[src/rtl/hazard_pkg.sv]
package hazard_pkg;
  typedef enum logic [1:0] {
    FWD_RF  = 2'b00,
    FWD_WB  = 2'b01,
    FWD_MEM = 2'b10
  } fwd_sel_e;
endpackage

[src/rtl/hz_rst_sync.sv]
module hz_rst_sync #(
  parameter int STAGES = 2
) (
  input  logic clk,
  input  logic rst_n,
  output logic rst_n_sync
);
  logic [STAGES-1:0] sync_q;

  always_ff @(posedge clk or negedge rst_n) begin
    if (!rst_n) sync_q <= '0;
    else        sync_q <= {sync_q[STAGES-2:0], 1'b1};
  end

  assign rst_n_sync = sync_q[STAGES-1];
endmodule

[src/rtl/hz_fwd_select.sv]
module hz_fwd_select
  import hazard_pkg::*;
#(
  parameter int REG_AW = 5
) (
  input  logic              clk,
  input  logic              rst_n,
  input  logic [REG_AW-1:0] src,
  input  logic [REG_AW-1:0] mem_dst,
  input  logic              mem_wr_en,
  input  logic [REG_AW-1:0] wb_dst,
  input  logic              wb_wr_en,
  output fwd_sel_e          sel
);
  logic mem_hit, wb_hit;

  always_comb begin
    mem_hit = mem_wr_en && (mem_dst != '0) && (mem_dst == src);
    wb_hit  = wb_wr_en  && (wb_dst  != '0) && (wb_dst  == src);
    if (mem_hit)     sel = FWD_MEM;
    else if (wb_hit) sel = FWD_WB;
    else             sel = FWD_RF;
  end

  // the unused code never appears
  assert_sel_legal_R1: assert property (@(posedge clk) disable iff (!rst_n)
    sel != 2'b11);
  // a source of register zero is never bypassed
  assert_zero_src_R4: assert property (@(posedge clk) disable iff (!rst_n)
    (src == '0) |-> (sel == FWD_RF));
  // a younger match always selects the memory stage
  assert_mem_priority_R3: assert property (@(posedge clk) disable iff (!rst_n)
    (mem_wr_en && mem_dst == src && src != '0) |-> (sel == FWD_MEM));
endmodule

[src/rtl/hz_load_use.sv]
module hz_load_use #(
  parameter int REG_AW = 5
) (
  input  logic              clk,
  input  logic              rst_n,
  input  logic [REG_AW-1:0] dec_src1,
  input  logic [REG_AW-1:0] dec_src2,
  input  logic [REG_AW-1:0] ex_dst,
  input  logic              ex_wr_en,
  input  logic              ex_rd_mem,
  output logic              load_stall
);
  logic is_load, hit1, hit2;

  always_comb begin
    is_load    = ex_rd_mem && ex_wr_en && (ex_dst != '0);
    hit1       = (ex_dst == dec_src1);
    hit2       = (ex_dst == dec_src2);
    load_stall = is_load && (hit1 || hit2);
  end

  // only a memory read in execute can hold the front end
  assert_stall_only_load_R6: assert property (@(posedge clk) disable iff (!rst_n)
    load_stall |-> ex_rd_mem);
  // a destination of register zero never stalls
  assert_stall_nonzero_R4: assert property (@(posedge clk) disable iff (!rst_n)
    load_stall |-> (ex_dst != '0));
endmodule

[src/rtl/hz_branch_hold.sv]
module hz_branch_hold #(
  parameter int BRANCH_BUBBLES = 3
) (
  input  logic clk,
  input  logic rst_n,
  input  logic is_branch,
  input  logic hold,
  output logic flush
);
  localparam int CNT_W = $clog2(BRANCH_BUBBLES + 1);
  localparam logic [CNT_W-1:0] RELOAD = CNT_W'(BRANCH_BUBBLES - 1);

  logic [CNT_W-1:0] cnt_q, cnt_d;
  logic             cnt_en, start;

  always_comb begin
    start  = is_branch && !hold && (cnt_q == '0);
    flush  = start || (cnt_q != '0);
    cnt_en = start || (cnt_q != '0);
    cnt_d  = start ? RELOAD : cnt_q - 1'b1;
  end

  always_ff @(posedge clk or negedge rst_n) begin
    if (!rst_n)      cnt_q <= '0;
    else if (cnt_en) cnt_q <= cnt_d;
  end

  // Run-length tracker for the R8 check
  logic [CNT_W:0] run_q;
  always_ff @(posedge clk or negedge rst_n) begin
    if (!rst_n)     run_q <= '0;
    else if (!flush) run_q <= '0;
    else if (run_q != {(CNT_W+1){1'b1}}) run_q <= run_q + 1'b1;
  end

  // a flush run never exceeds the configured bubble count
  assert_flush_len_R8: assert property (@(posedge clk) disable iff (!rst_n)
    flush |-> (run_q < (CNT_W+1)'(BRANCH_BUBBLES)));
  // once started, the run continues while the counter is live
  assert_flush_cont_R8: assert property (@(posedge clk) disable iff (!rst_n)
    (flush && run_q < (CNT_W+1)'(BRANCH_BUBBLES - 1)) |=> flush);
  // no new run begins while the front end is held
  assert_no_flush_in_stall_R9: assert property (@(posedge clk) disable iff (!rst_n)
    (hold && cnt_q == '0) |-> !flush);
endmodule

[src/rtl/hazard_fwd_unit.sv]
module hazard_fwd_unit
  import hazard_pkg::*;
#(
  parameter int REG_AW         = 5,
  parameter int BRANCH_BUBBLES = 3
) (
  input  logic              clk,
  input  logic              rst_n,
  input  logic [REG_AW-1:0] dec_src1,
  input  logic [REG_AW-1:0] dec_src2,
  input  logic              dec_is_branch,
  input  logic [REG_AW-1:0] ex_src1,
  input  logic [REG_AW-1:0] ex_src2,
  input  logic [REG_AW-1:0] ex_dst,
  input  logic              ex_wr_en,
  input  logic              ex_rd_mem,
  input  logic [REG_AW-1:0] mem_dst,
  input  logic              mem_wr_en,
  input  logic [REG_AW-1:0] wb_dst,
  input  logic              wb_wr_en,
  output logic [1:0]        fwd_sel_a,
  output logic [1:0]        fwd_sel_b,
  output logic              stall_front,
  output logic              insert_bubble,
  output logic              fetch_flush
);
  localparam int NUM_OPS = 2;

  logic                    rst_n_i;
  logic [REG_AW-1:0]       op_src [NUM_OPS];
  fwd_sel_e                op_sel [NUM_OPS];
  logic                    load_stall;

  hz_rst_sync #(.STAGES(2)) u_rst (
    .clk(clk), .rst_n(rst_n), .rst_n_sync(rst_n_i)
  );

  assign op_src[0] = ex_src1;
  assign op_src[1] = ex_src2;

  for (genvar g = 0; g < NUM_OPS; g++) begin : g_op
    hz_fwd_select #(.REG_AW(REG_AW)) u_sel (
      .clk      (clk),
      .rst_n    (rst_n_i),
      .src      (op_src[g]),
      .mem_dst  (mem_dst),
      .mem_wr_en(mem_wr_en),
      .wb_dst   (wb_dst),
      .wb_wr_en (wb_wr_en),
      .sel      (op_sel[g])
    );
  end

  hz_load_use #(.REG_AW(REG_AW)) u_lu (
    .clk       (clk),
    .rst_n     (rst_n_i),
    .dec_src1  (dec_src1),
    .dec_src2  (dec_src2),
    .ex_dst    (ex_dst),
    .ex_wr_en  (ex_wr_en),
    .ex_rd_mem (ex_rd_mem),
    .load_stall(load_stall)
  );

  hz_branch_hold #(.BRANCH_BUBBLES(BRANCH_BUBBLES)) u_br (
    .clk      (clk),
    .rst_n    (rst_n_i),
    .is_branch(dec_is_branch),
    .hold     (load_stall),
    .flush    (fetch_flush)
  );

  assign fwd_sel_a     = op_sel[0];
  assign fwd_sel_b     = op_sel[1];
  assign stall_front   = load_stall;
  assign insert_bubble = load_stall;

  // a matching load always holds the front end and injects a bubble
  assert_load_use_R5: assert property (@(posedge clk) disable iff (!rst_n_i)
    (ex_rd_mem && ex_wr_en && ex_dst != '0 && ex_dst == dec_src1)
      |-> (stall_front && insert_bubble));
  // writeback alone never stalls decode
  assert_wb_no_stall_R7: assert property (@(posedge clk) disable iff (!rst_n_i)
    (!ex_rd_mem) |-> !stall_front);
endmodule

[config.mk]
export PLATFORM = sky130hd
export DESIGN_NAME = hazard_fwd_unit
export DESIGN_NICKNAME = d
export VERILOG_FILES = /design/src/rtl/hazard_pkg.sv /design/src/rtl/hz_rst_sync.sv /design/src/rtl/hz_fwd_select.sv /design/src/rtl/hz_load_use.sv /design/src/rtl/hz_branch_hold.sv /design/src/rtl/hazard_fwd_unit.sv
export SDC_FILE = /design/constraint.sdc
export NUM_CORES = 1
export LEC_CHECK = 0
export BUFFER_PORTS_ARGS = -buffer_cell sky130_fd_sc_hd__buf_2
export CAP_MARGIN = 20
export CORE_UTILIZATION = 30
export DETAILED_ROUTE_END_ITERATION = 10
export GPL_ROUTABILITY_DRIVEN = 0
export PLACE_DENSITY = 0.61
export SYNTH_ARGS = -nofsm -noshare
export SYNTH_HDL_FRONTEND = slang
export SYNTH_SLANG_ARGS = --single-unit
[constraint.sdc]
create_clock -name clk -period 2.9 [get_ports clk]
set_input_delay 0.87 -clock clk [delete_from_list [all_inputs] [get_ports clk]]
set_output_delay 0.87 -clock clk [all_outputs]
set_load 0.01 [all_outputs]
==> results of run 1 <==
==> worst min-delay path by stage <==
stage	to	cells past startpoint
finish	u_br.cnt_q[1]	0
global route	u_br.cnt_q[1]	0
CTS	u_br.cnt_q[1]	0
detailed placement	u_br.cnt_q[0]	0
global placement	u_br.cnt_q[1]	0
floorplan	u_br.cnt_q[0]	0
==> repair_timing <==
item,CTS,global route
resized for setup,19,5
endpoints found under the setup margin,3,5
pin swaps,6,2
gates cloned,0,0
setup buffers,3,0
==> synth_stat cells, drive strengths merged <==
cell type and n:
dfrtp 4, mux2i 1, or3 1, and3 1, nor4 5, or4 4, inv 3, conb 1
nor2 1, and2 1, o22ai 1, ha 1, o21ai 3, o311a 1, xor2 14, buf 3
nand2 3, o31a 1, xnor2 17, nor2b 1, nand3 5
==> power groups by stage <==
stage | Combinational, µW | Clock, µW | Sequential (µW)
finish | 238 | 68.1 | 79.8
global route | 260 | 76.6 | 82.1
CTS | 228 | 71.6 | 80.2
detailed placement | 210 | 0 | 80.5
global placement | 203 | 0 | 80.6
floorplan | 133 | 0 | 79.4
==> state kept, by name, summed over array words and instances (netlist names) <==
name and count:
u_br.cnt_q 2, u_rst.sync_q 2
==> cells by family after synthesis <==
logic type | Yosys count | share of synthesized area
XOR/XNOR | 31 | 0.454
AND/OR/NAND/NOR | 22 | 0.211
AO/OA/AOI/OAI | 6 | 0.0669
buffers and inverters | 6 | 0.0565
flip-flops | 4 | 0.167
adder cells (fa/ha/maj) | 1 | 0.0209
other | 1 | 0.00627
multiplexers | 1 | 0.0167
==> layout make-up <==
type,instances,area (µm²),share of cell area
clock buffer,3,22.5,0.0205
multi-input combinational,62,559,0.509
tap,25,31.3,0.0285
timing repair buffer,61,374,0.341
inverter,3,11.3,0.0103
sequential,4,100,0.0911
==> stage by stage <==
step	TNS, ps	cell area (µm²)	cells
finish	-248	1100	158
global placement	-332	935	152
global route	-505	1100	158
floorplan	0	611	72
CTS	-225	1070	158
detailed placement	-396	935	152
==> worst max-delay path, cell delays in order <==
cell and delay, ps:
sky130_fd_sc_hd__buf_6 100, sky130_fd_sc_hd__or4_4 540, sky130_fd_sc_hd__o21ai_4 160, sky130_fd_sc_hd__buf_4 140
sky130_fd_sc_hd__nor4_4 40, sky130_fd_sc_hd__nor4_2 120, sky130_fd_sc_hd__buf_2 160
==> metal layers <==
layer,global-route usage,routed length [µm],vias up
met5,0,0,-
met4,0.0400,25,0
met3,0.0549,169,4
met2,0.342,1080,42
met1,0.155,643,341
li1,-,-,374
==> Flow_metrics.wiki, run 1 <==
{| class="wikitable"
! Metric !! Value
|-
| Outcome || finished with violations
|-
| Violated checks || negative setup slack
|-
| Clock-pin transition on the worst setup and hold timing paths || 40 ps
|-
| CP Capture Type || primary output
|-
| Total iterations of the first detailed-routing run || 4
|-
| Clock tree sinks || 4
|-
| Yosys warns || 0
|-
| Aggregate global-route resource usage || 0.168
|-
| Worst Setup Slack, final || -100 ps
|-
| Number of distinct library cells after synthesis || 22
|-
| Fillers || 161
|-
| Latest clock arrival within the worst-skew pair || between 200 and 250 ps
|-
| Number of top-level design ports || just under 50
|-
| Routed Wire Length || about 1900 µm
|-
| Post-Syn Area || about 600 µm²
|-
| R2R Setup Slk || about 1600 ps
|-
| Data required time at the worst endpoint || 2030 ps
|-
| Flop and latch count out of synthesis || 4
|-
| Share of the clock period used by the worst path after layout || 1.03
|-
| First-pass GRT wire length || ~2600 µm
|-
| Startpoint of the worst register-to-register path || u_br.cnt_q[0]
|-
| Mean cell area of the mapped netlist || roughly 8.3 µm²
|-
| Ranking of synthesized cells by area || sky130_fd_sc_hd__xnor2_1, sky130_fd_sc_hd__xor2_1, sky130_fd_sc_hd__dfrtp_1
|-
| Peak VDD IR || about 0.00044 V
|-
| Power per cell area || 351 nW/µm²
|-
| Logic gate share of total power || 0.617
|-
| Max-slew violation count || 0
|-
| Critical Path Start || mem_dst[0]
|-
| Destination of the critical timing path || fwd_sel_a[0]
|-
| Finish-stage setup viols || 4
|-
| Area overhead of the layout relative to synthesis || 83.7%
|-
| Layout Skew || roughly 4.5 ps
|-
| CTS H-Tree Depth || 1
|-
| HPWL reported at the end of detailed placement || 1380 µm
|-
| Vias in the first global route || 720
|-
| Pin count of the biggest net entering global routing || 6
|-
| DIE HEIGHT || between 40 and 50 µm
|-
| Standard-cell rows || 15
|-
| CTS Root Buffer Type || sky130_fd_sc_hd__clkbuf_4
|-
| Register share of total power || 0.207
|-
| Sw frac || 0.363
|-
| Average vias per placed instance || ~4.8
|-
| Final critical path time including I/O delays and setup || approximately 3000 ps
|-
| LEAKAGE || 0.000525 µW
|-
| Chip Width || around 47 µm
|-
| Net switching power || roughly 140 µW
|-
| Count of routing violations after the opening detailed-route iteration || 6
|-
| Class of the tightest hold or removal check || reg2async
|-
| Max-cap violations || 0
|-
| Post-synthesis sequential area ratio || 0.167
|-
| ANT cells || 0
|-
| RSZ-0062 raised after global routing || yes
|-
| Die Outline Area || between 2000 and 2500 µm²
|-
| Hold_ws || around 29 ps
|-
| Data arrival time of the worst path || about 2100 ps
|-
| Max FO, Critical Path || 2
|-
| Number of antenna violations at the first check in global routing || 0
|-
| Post-synthesis cell type with the largest combined area || sky130_fd_sc_hd__xnor2_1
|-
| Gate Count Post-Synth || 72
|-
| PortBufs || between 40 and 50
|-
| Worst R2R End || u_br.cnt_q[1]
|-
| Overall overflow remaining after global route || 0
|-
| Number of design rule violations left after detail routing || 0
|-
| Most frequent cells in the layout || sky130_fd_sc_hd__buf_2, sky130_fd_sc_hd__xnor2_1, sky130_fd_sc_hd__buf_4, sky130_fd_sc_hd__xor2_1, sky130_fd_sc_hd__buf_6
|-
| Int Power || roughly 250 µW
|-
| Clock tree from TritonCTS || done
|-
| Worst Path Class, Setup || in2out
|-
| Fraction of layout cells with a size suffix above 1 || 0.586
|-
| Clock buffer depth || 2
|-
| Endpoints failing hold || 0
|-
| Category of the worst setup path launch point || input pin
|-
| Synthesized Nets || 115
|-
| Synth top area share || 0.249
|-
| Number of cell instances on the worst register-to-register path || 5
|-
| Net count of the finished layout || 178
|-
| Share of total power in the clock network || 0.177
|-
| Core occupancy in the finished layout || 0.610
|-
| Post-placement worst setup slack || -169 ps
|-
| Routed length per placed instance || approximately 12 µm
|-
| Placeable core area || about 1800 µm²
|-
| Most common cell after layout, fill and taps aside || sky130_fd_sc_hd__buf_2
|-
| Starting density of the core || 0.332
|-
| Number of hold buffers added after cts || 0
|-
| Via count of the routed design || 761
|-
| Maximum clock frequency || 333 MHz
|-
| Overall power of the completed layout || around 390 µW
|-
| Number of buffers inserted during clock tree synthesis || 3
|-
| Antenna-violating nets left || 0
|}
(Power assumes the default switching activity.)
==> inputs of run 2 (changes only) <==
--- a/config.mk
+++ b/config.mk
@@ -10,6 +10,7 @@
 export CORE_UTILIZATION = 30
 export DETAILED_ROUTE_END_ITERATION = 10
 export GPL_ROUTABILITY_DRIVEN = 0
+export GPL_TIMING_DRIVEN = 0
 export PLACE_DENSITY = 0.61
 export SYNTH_ARGS = -nofsm -noshare
 export SYNTH_HDL_FRONTEND = slang
==> run 2 against run 1 <==
Net effect: the flow still finishes with violations (negative setup slack); power down 2.2%; worst setup slack worse by 35 ps; first-iteration DRC count down 67%; clock-buffer cell count unchanged; sequential power about the same; clock power about the same; sequential share of layout area up 0.27 points; clock skew down 3.7 ps; flip-flop and latch count unchanged; critical path type unchanged.
==> Flow_metrics.wiki, run 2 (synthesized netlist as in run 1, its figures left out) <==
{| class="wikitable"
! Metric !! Value
|-
| Outcome || finished with violations (unchanged)
|-
| Violated checks || negative setup slack (unchanged)
|-
| Number of non-filler instances in the completed layout || 154 (was 158)
|-
| Finished layout cell area || 1070 µm² (was 1100 µm²)
|-
| Area of the multi-input gates || 528 µm² (was 559 µm²)
|-
| First-pass GRT wire length || 2680 µm (was 2610 µm)
|-
| Share of the clock period used by the worst path after layout || 1.05 (was 1.03)
|-
| Class of the tightest hold or removal check || reg2async (unchanged)
|-
| PortBufs || 48 (unchanged)
|-
| Aggregate global-route resource usage || 0.175 (was 0.168)
|-
| Fillers || 165 (was 161)
|-
| Die Outline Area || 2180 µm² (unchanged)
|-
| Starting density of the core || 0.332 (unchanged)
|-
| Total iterations of the first detailed-routing run || 2 (was 4)
|-
| Most frequent cells in the layout || sky130_fd_sc_hd__buf_2, sky130_fd_sc_hd__xnor2_1, sky130_fd_sc_hd__xor2_1, sky130_fd_sc_hd__buf_6, sky130_fd_sc_hd__buf_4 (was sky130_fd_sc_hd__buf_2, sky130_fd_sc_hd__xnor2_1, sky130_fd_sc_hd__buf_4, sky130_fd_sc_hd__xor2_1, sky130_fd_sc_hd__buf_6)
|-
| Overall overflow remaining after global route || 0 (unchanged)
|-
| Placeable core area || 1800 µm² (unchanged)
|-
| Sequential cell area || 100 µm² (unchanged)
|-
| DIE HEIGHT || 46.7 µm (unchanged)
|-
| Vias in the first global route || 689 (was 720)
|-
| Category of the worst setup path launch point || input pin (unchanged)
|-
| Core occupancy in the finished layout || 0.592 (was 0.610)
|-
| Hold_ws || 23.2 ps (was 28.5 ps)
|-
| Clock tree sinks || 4 (unchanged)
|-
| Antenna-violating nets left || 0 (unchanged)
|-
| Pin count of the biggest net entering global routing || 6 (unchanged)
|-
| Cell count after placement || 145 (was 152)
|-
| Count of routing violations after the opening detailed-route iteration || 2 (was 6)
|-
| LEAKAGE || 0.000497 µW (was 0.000525 µW)
|-
| Data required time at the worst endpoint || 2030 ps (about the same)
|-
| Clock-pin transition on the worst setup and hold timing paths || 40 ps (about the same)
|-
| Data arrival time of the worst path || 2170 ps (was 2130 ps)
|-
| Peak VDD IR || 0.000338 V (was 0.000438 V)
|-
| Setup TNS after final layout || -412 ps (was -248 ps)
|-
| Most common cell after layout, fill and taps aside || sky130_fd_sc_hd__buf_2 (unchanged)
|-
| Fraction of layout cells with a size suffix above 1 || 0.527 (was 0.586)
|-
| HPWL reported at the end of detailed placement || 1340 µm (was 1380 µm)
|-
| Max FO, Critical Path || 2 (unchanged)
|-
| Routed Wire Length || 1810 µm (was 1910 µm)
|-
| Power per cell area || 354 nW/µm² (was 351 nW/µm²)
|-
| Standard-cell rows || 15 (unchanged)
|-
| ANT cells || 0 (unchanged)
|-
| Number of hold buffers added after cts || 0 (unchanged)
|-
| Max-cap violations || 0 (unchanged)
|-
| Layout Skew || 0.816 ps (was 4.47 ps)
|-
| Via count of the routed design || 724 (was 761)
|-
| Clock buffer depth || 2 (unchanged)
|-
| Maximum clock frequency || 329 MHz (was 333 MHz)
|-
| Finish-stage setup viols || 6 (was 4)
|-
| Startpoint of the worst register-to-register path || u_br.cnt_q[0] (unchanged)
|-
| Worst Path Class, Setup || in2out (unchanged)
|-
| CTS H-Tree Depth || 1 (unchanged)
|-
| Latest clock arrival within the worst-skew pair || 230 ps (about the same)
|-
| Top Registers || u_br.cnt_q: 2 flops, u_rst.sync_q: 2 flops (unchanged)
|-
| Number of buffers inserted during clock tree synthesis || 3 (unchanged)
|-
| RSZ-0062 raised after global routing || yes (unchanged)
|-
| Worst Setup Slack, final || -135 ps (was -100 ps)
|-
| Final critical path time including I/O delays and setup || 3040 ps (was 3000 ps)
|-
| Max-slew violation count || 0 (unchanged)
|-
| Area overhead of the layout relative to synthesis || 78.5% (was 83.7%)
|-
| Number of top-level design ports || 49 (unchanged)
|-
| Endpoints failing hold || 0 (unchanged)
|-
| CP Capture Type || primary output (unchanged)
|-
| CTS Root Buffer Type || sky130_fd_sc_hd__clkbuf_4 (unchanged)
|-
| Number of design rule violations left after detail routing || 0 (unchanged)
|-
| Placement-stage cell area || 882 µm² (was 935 µm²)
|-
| Chip Width || 46.7 µm (unchanged)
|-
| Critical Path Start || mem_dst[0] (unchanged)
|-
| Number of antenna violations at the first check in global routing || 0 (unchanged)
|-
| Routed length per placed instance || 11.7 µm (was 12.1 µm)
|-
| Clock tree from TritonCTS || done (unchanged)
|-
| Average vias per placed instance || 4.70 (was 4.82)
|-
| Net count of the finished layout || 174 (was 178)
|}
run 2: changes by cell type in the layout (fill, tap and decap cells not counted), moves of 2 or more:
cell and change:
sky130_fd_sc_hd__xnor2_2 -2, sky130_fd_sc_hd__or4_1 +2, sky130_fd_sc_hd__buf_8 +3, sky130_fd_sc_hd__buf_4 -9, sky130_fd_sc_hd__or4_4 -2, sky130_fd_sc_hd__buf_6 +2, sky130_fd_sc_hd__xnor2_1 +2
run 2: timing repair:
item,4_1_cts,5_1_grt
buffers inserted,5,1
gates resized for setup,23,2
endpoints found under the setup margin,7,6
pin swaps,11,4
run 2: per-layer routing:
| metal | GRT usage | routed length, µm | vias to the layer above | share of wire |
|---|---|---|---|---|
| met3 | 0.0353 | 144 | 2 | 0.080 |
| li1 | - | - | 361 | - |
| met1 | 0.182 | 663 | 323 | 0.37 |
| met4 | 0.0686 | 14 | 0 | 0.0078 |
| met5 | 0 | 0 | - | 0 |
| met2 | 0.336 | 982 | 38 | 0.54 |
run 2: layout make-up:
| cell class | count | share of cell area |
|---|---|---|
| sequential | 4 | 0.0938 |
| multi-input combinational | 62 | 0.495 |
| inverter | 3 | 0.0106 |
| clock buffer | 3 | 0.0211 |
| buffer | 3 | 0.0246 |
| tap | 25 | 0.0293 |
| timing repair buffer | 54 | 0.326 |
run 2: worst max-delay path, cell delays in order:
cell                      delay (ps)
sky130_fd_sc_hd__buf_8            90
sky130_fd_sc_hd__or4_4           540
sky130_fd_sc_hd__o21ai_4         180
sky130_fd_sc_hd__buf_6           130
sky130_fd_sc_hd__nor4_4           30
sky130_fd_sc_hd__nor4_2          150
sky130_fd_sc_hd__buf_2           170
run 2: final timing paths:
kind / endpoint / slack [ps] / cells after the start
max: fwd_sel_b[0] / -140 / 7
min: u_br.cnt_q[1] / 20 / 0
max reg2reg: u_br.cnt_q[1] / 1620 / 5
min reg2reg: u_br.cnt_q[1] / 20 / 0
max in group asynchronous: u_rst.sync_q[1] / 2390 / 1
min in group clk: u_rst.sync_q[1] / 340 / 0
run 2: metrics by stage:
| step | worst slack (ps) | total power [µW] |
|---|---|---|
| 5_1_grt | -204 | 411 |
| 6_report | -135 | 377 |
| 3_5_place_dp | -197 | 280 |
| 2_1_floorplan | 46.7 | 213 |
| 3_3_place_gp | -196 | 275 |
| 4_1_cts | -100 | 373 |
run 2: power by group:
group          switching, µW  internal, µW  total, µW
logic                    109           120        229
registers               6.86          73.1       79.9
clock network           21.9          46.2       68.1
total                    138           240        377
==> inputs of run 3 (changes only) <==
--- a/config.mk
+++ b/config.mk
@@ -7,11 +7,11 @@
 export LEC_CHECK = 0
 export BUFFER_PORTS_ARGS = -buffer_cell sky130_fd_sc_hd__buf_2
 export CAP_MARGIN = 20
-export CORE_UTILIZATION = 30
+export CORE_UTILIZATION = 38
 export DETAILED_ROUTE_END_ITERATION = 10
 export GPL_ROUTABILITY_DRIVEN = 0
 export GPL_TIMING_DRIVEN = 0
-export PLACE_DENSITY = 0.61
+export PLACE_DENSITY = 0.83
 export SYNTH_ARGS = -nofsm -noshare
 export SYNTH_HDL_FRONTEND = slang
 export SYNTH_SLANG_ARGS = --single-unit
==> run 3 against run 2 <==
Net effect: the run still ends with negative setup slack left; final cell count decreased by 5.2%; combinational power increased by 8%; register-to-register slack got worse by 40 ps; clock skew decreased by 0.57 ps; fmax decreased by 0.50%; final area increased by 1.8%; largest cell class unchanged.
==> Flow_metrics.wiki, run 3 (synthesized netlist as in run 1, its figures left out) <==
{| class="wikitable"
! Metric !! Value
|-
| Outcome || finished with violations (unchanged)
|-
| Violated checks || negative setup slack (unchanged)
|-
| RSZ-0062 raised after global routing || yes (unchanged)
|-
| Data arrival time of the worst path || 2180 ps (was 2170 ps)
|-
| DIE HEIGHT || 41.7 µm (was 46.7 µm)
|-
| Number of top-level design ports || 49 (unchanged)
|-
| Sw frac || 0.383 (was 0.365)
|-
| Delay of the slowest critical-path stage || 540 ps (about the same)
|-
| Cell at the slowest stage of the critical path || sky130_fd_sc_hd__or4_4 (unchanged)
|-
| Category of the worst setup path launch point || input pin (unchanged)
|-
| LEAKAGE || 0.000514 µW (was 0.000497 µW)
|-
| Max FO, Critical Path || 2 (unchanged)
|-
| Data required time at the worst endpoint || 2030 ps (about the same)
|-
| Critical path, cell by cell || buf_8, or4_4, o21ai_4, buf_6, nor4_4, nor4_2, buf_2 (unchanged)
|-
| Total iterations of the first detailed-routing run || 4 (was 2)
|-
| Power per cell area || 363 nW/µm² (was 354 nW/µm²)
|-
| Post-placement worst setup slack || -174 ps (was -197 ps)
|-
| Number of antenna violations at the first check in global routing || 0 (unchanged)
|-
| CTS Root Buffer Type || sky130_fd_sc_hd__clkbuf_4 (unchanged)
|-
| Endpoints failing hold || 0 (unchanged)
|-
| PortBufs || 48 (unchanged)
|-
| Placeable core area || 1380 µm² (was 1800 µm²)
|-
| Most frequent cells in the layout || sky130_fd_sc_hd__buf_2, sky130_fd_sc_hd__xnor2_1, sky130_fd_sc_hd__xor2_1, sky130_fd_sc_hd__buf_4, sky130_fd_sc_hd__buf_6 (was sky130_fd_sc_hd__buf_2, sky130_fd_sc_hd__xnor2_1, sky130_fd_sc_hd__xor2_1, sky130_fd_sc_hd__buf_6, sky130_fd_sc_hd__buf_4)
|-
| Fraction of layout cells with a size suffix above 1 || 0.557 (was 0.527)
|-
| Overall overflow remaining after global route || 0 (unchanged)
|-
| Number of buffers and inverters on the critical path || 3 (unchanged)
|-
| Finish-stage setup viols || 6 (unchanged)
|-
| Average vias per placed instance || 5.32 (was 4.70)
|-
| CTS H-Tree Depth || 1 (unchanged)
|-
| Number of buffers inserted during clock tree synthesis || 3 (unchanged)
|-
| Worst Path Class, Setup || in2out (unchanged)
|-
| Clock buffer depth || 2 (unchanged)
|-
| Gr busiest metal || met2 (unchanged)
|-
| Fillers || 77 (was 165)
|-
| Hold_ws || 17.7 ps (was 23.2 ps)
|-
| Routed Wire Length || 2300 µm (was 1810 µm)
|-
| Logic gate share of total power || 0.630 (was 0.608)
|-
| CP Capture Type || primary output (unchanged)
|-
| Share of total power in the clock network || 0.169 (was 0.181)
|-
| Top Registers || u_br.cnt_q: 2 flops, u_rst.sync_q: 2 flops (unchanged)
|-
| Net count of the finished layout || 176 (was 174)
|-
| Peak VDD IR || 0.000369 V (was 0.000338 V)
|-
| Layout Skew || 0.243 ps (was 0.816 ps)
|-
| Latest clock arrival within the worst-skew pair || 230 ps (about the same)
|-
| Routed length per placed instance || 15.8 µm (was 11.7 µm)
|-
| Net switching power || 151 µW (was 138 µW)
|-
| ANT cells || 0 (unchanged)
|-
| Max-slew violation count || 0 (unchanged)
|-
| Number of design rule violations left after detail routing || 0 (unchanged)
|-
| Starting density of the core || 0.433 (was 0.332)
|-
| Most common cell after layout, fill and taps aside || sky130_fd_sc_hd__buf_2 (unchanged)
|-
| Via count of the routed design || 776 (was 724)
|-
| Die Outline Area || 1740 µm² (was 2180 µm²)
|-
| Class of the tightest hold or removal check || reg2async (unchanged)
|-
| Maximum clock frequency || 328 MHz (was 329 MHz)
|-
| Placement-stage cell area || 870 µm² (was 882 µm²)
|-
| Clock tree from TritonCTS || done (unchanged)
|-
| Chip Width || 41.7 µm (was 46.7 µm)
|-
| First-pass GRT wire length || 3380 µm (was 2680 µm)
|-
| Aggregate global-route resource usage || 0.245 (was 0.175)
|-
| Share of the clock period used by the worst path after layout || 1.05 (about the same)
|-
| Max-cap violations || 0 (unchanged)
|-
| Met3 usage in global routing || 0.0174 (was 0.0353)
|-
| Finished layout cell area || 1090 µm² (was 1070 µm²)
|-
| Register share of total power || 0.202 (was 0.212)
|-
| Clock-pin transition on the worst setup and hold timing paths || 40 ps (about the same)
|-
| Pin count of the biggest net entering global routing || 6 (unchanged)
|-
| Int Power || 243 µW (was 240 µW)
|-
| Routing usage on met2 || 0.513 (was 0.336)
|-
| Worst Setup Slack, final || -151 ps (was -135 ps)
|-
| Cell count after placement || 135 (was 145)
|-
| Standard-cell rows || 13 (was 15)
|-
| HPWL reported at the end of detailed placement || 1450 µm (was 1340 µm)
|-
| Count of routing violations after the opening detailed-route iteration || 9 (was 2)
|-
| Clock tree sinks || 4 (unchanged)
|-
| Antenna-violating nets left || 0 (unchanged)
|-
| Final critical path time including I/O delays and setup || 3050 ps (was 3040 ps)
|-
| Dominant delay contributor by cell family on the critical path || simple AND/OR/NAND/NOR gates (unchanged)
|-
| Vias in the first global route || 830 (was 689)
|-
| Met1 global-route usage || 0.235 (was 0.182)
|-
| Area overhead of the layout relative to synthesis || 81.6% (was 78.5%)
|-
| Number of non-filler instances in the completed layout || 146 (was 154)
|}
==> run 3: power by group through the flow <==
stage / combinational (µW) / clock, µW / sequential [µW]
floorplan: 133 / 0 / 79.4
global placement: 193 / 0 / 79.9
detailed placement: 205 / 0 / 80.5
CTS: 230 / 70.7 / 79.8
global route: 273 / 70.0 / 81.9
finish: 248 / 66.5 / 79.5
==> run 3: cell type report <==
class,count,area (µm²),area share
multi-input cells,62,546,0.502
repair buffers,56,362,0.333
flip-flops and latches,4,100,0.0922
plain buffers,3,26.3,0.0242
clock buffers,3,22.5,0.0207
well taps,15,18.8,0.0173
inverters,3,11.3,0.0104
==> run 3: what timing repair did <==
item | 4_1_cts | 5_1_grt
hold buffers | 0 | 0
hold endpoints to repair | 0 | 0
buffers inserted | 6 | 2
endpoints found under the setup margin | 7 | 6
pin swaps | 10 | 1
resized for setup | 26 | 3
==> run 3: through the flow <==
step                      setup TNS [ps]  utilization  total power [µW]
after global placement              -589        0.629               273
final                               -534        0.786               394
after floorplan                        0            -               213
after global routing                -815        0.786               424
after detailed placement            -606        0.629               286
after CTS                           -345        0.762               380
==> run 3: per-layer routing <==
| metal | vias up | wire (µm) | part of all wire |
|---|---|---|---|
| li1 | 367 | - | - |
| met1 | 378 | 809 | 0.35 |
| met2 | 27 | 1390 | 0.61 |
| met3 | 4 | 72 | 0.031 |
| met4 | 0 | 23 | 0.010 |
| met5 | - | 0 | 0 |
==> run 3: final timing paths <==
kind / startpoint / to / slack (ps) / cells past startpoint
worst max-delay path: mem_dst[0] / fwd_sel_a[0] / -150 / 7
worst min-delay path: u_rst.sync_q[1] / u_br.cnt_q[1] / 20 / 0
worst max register to register: u_br.cnt_q[0] / u_br.cnt_q[1] / 1580 / 5
worst min register to register: u_rst.sync_q[1] / u_br.cnt_q[1] / 20 / 0
max in group asynchronous: rst_n / u_rst.sync_q[0] / 2390 / 1
min in group clk: u_rst.sync_q[0] / u_rst.sync_q[1] / 360 / 0
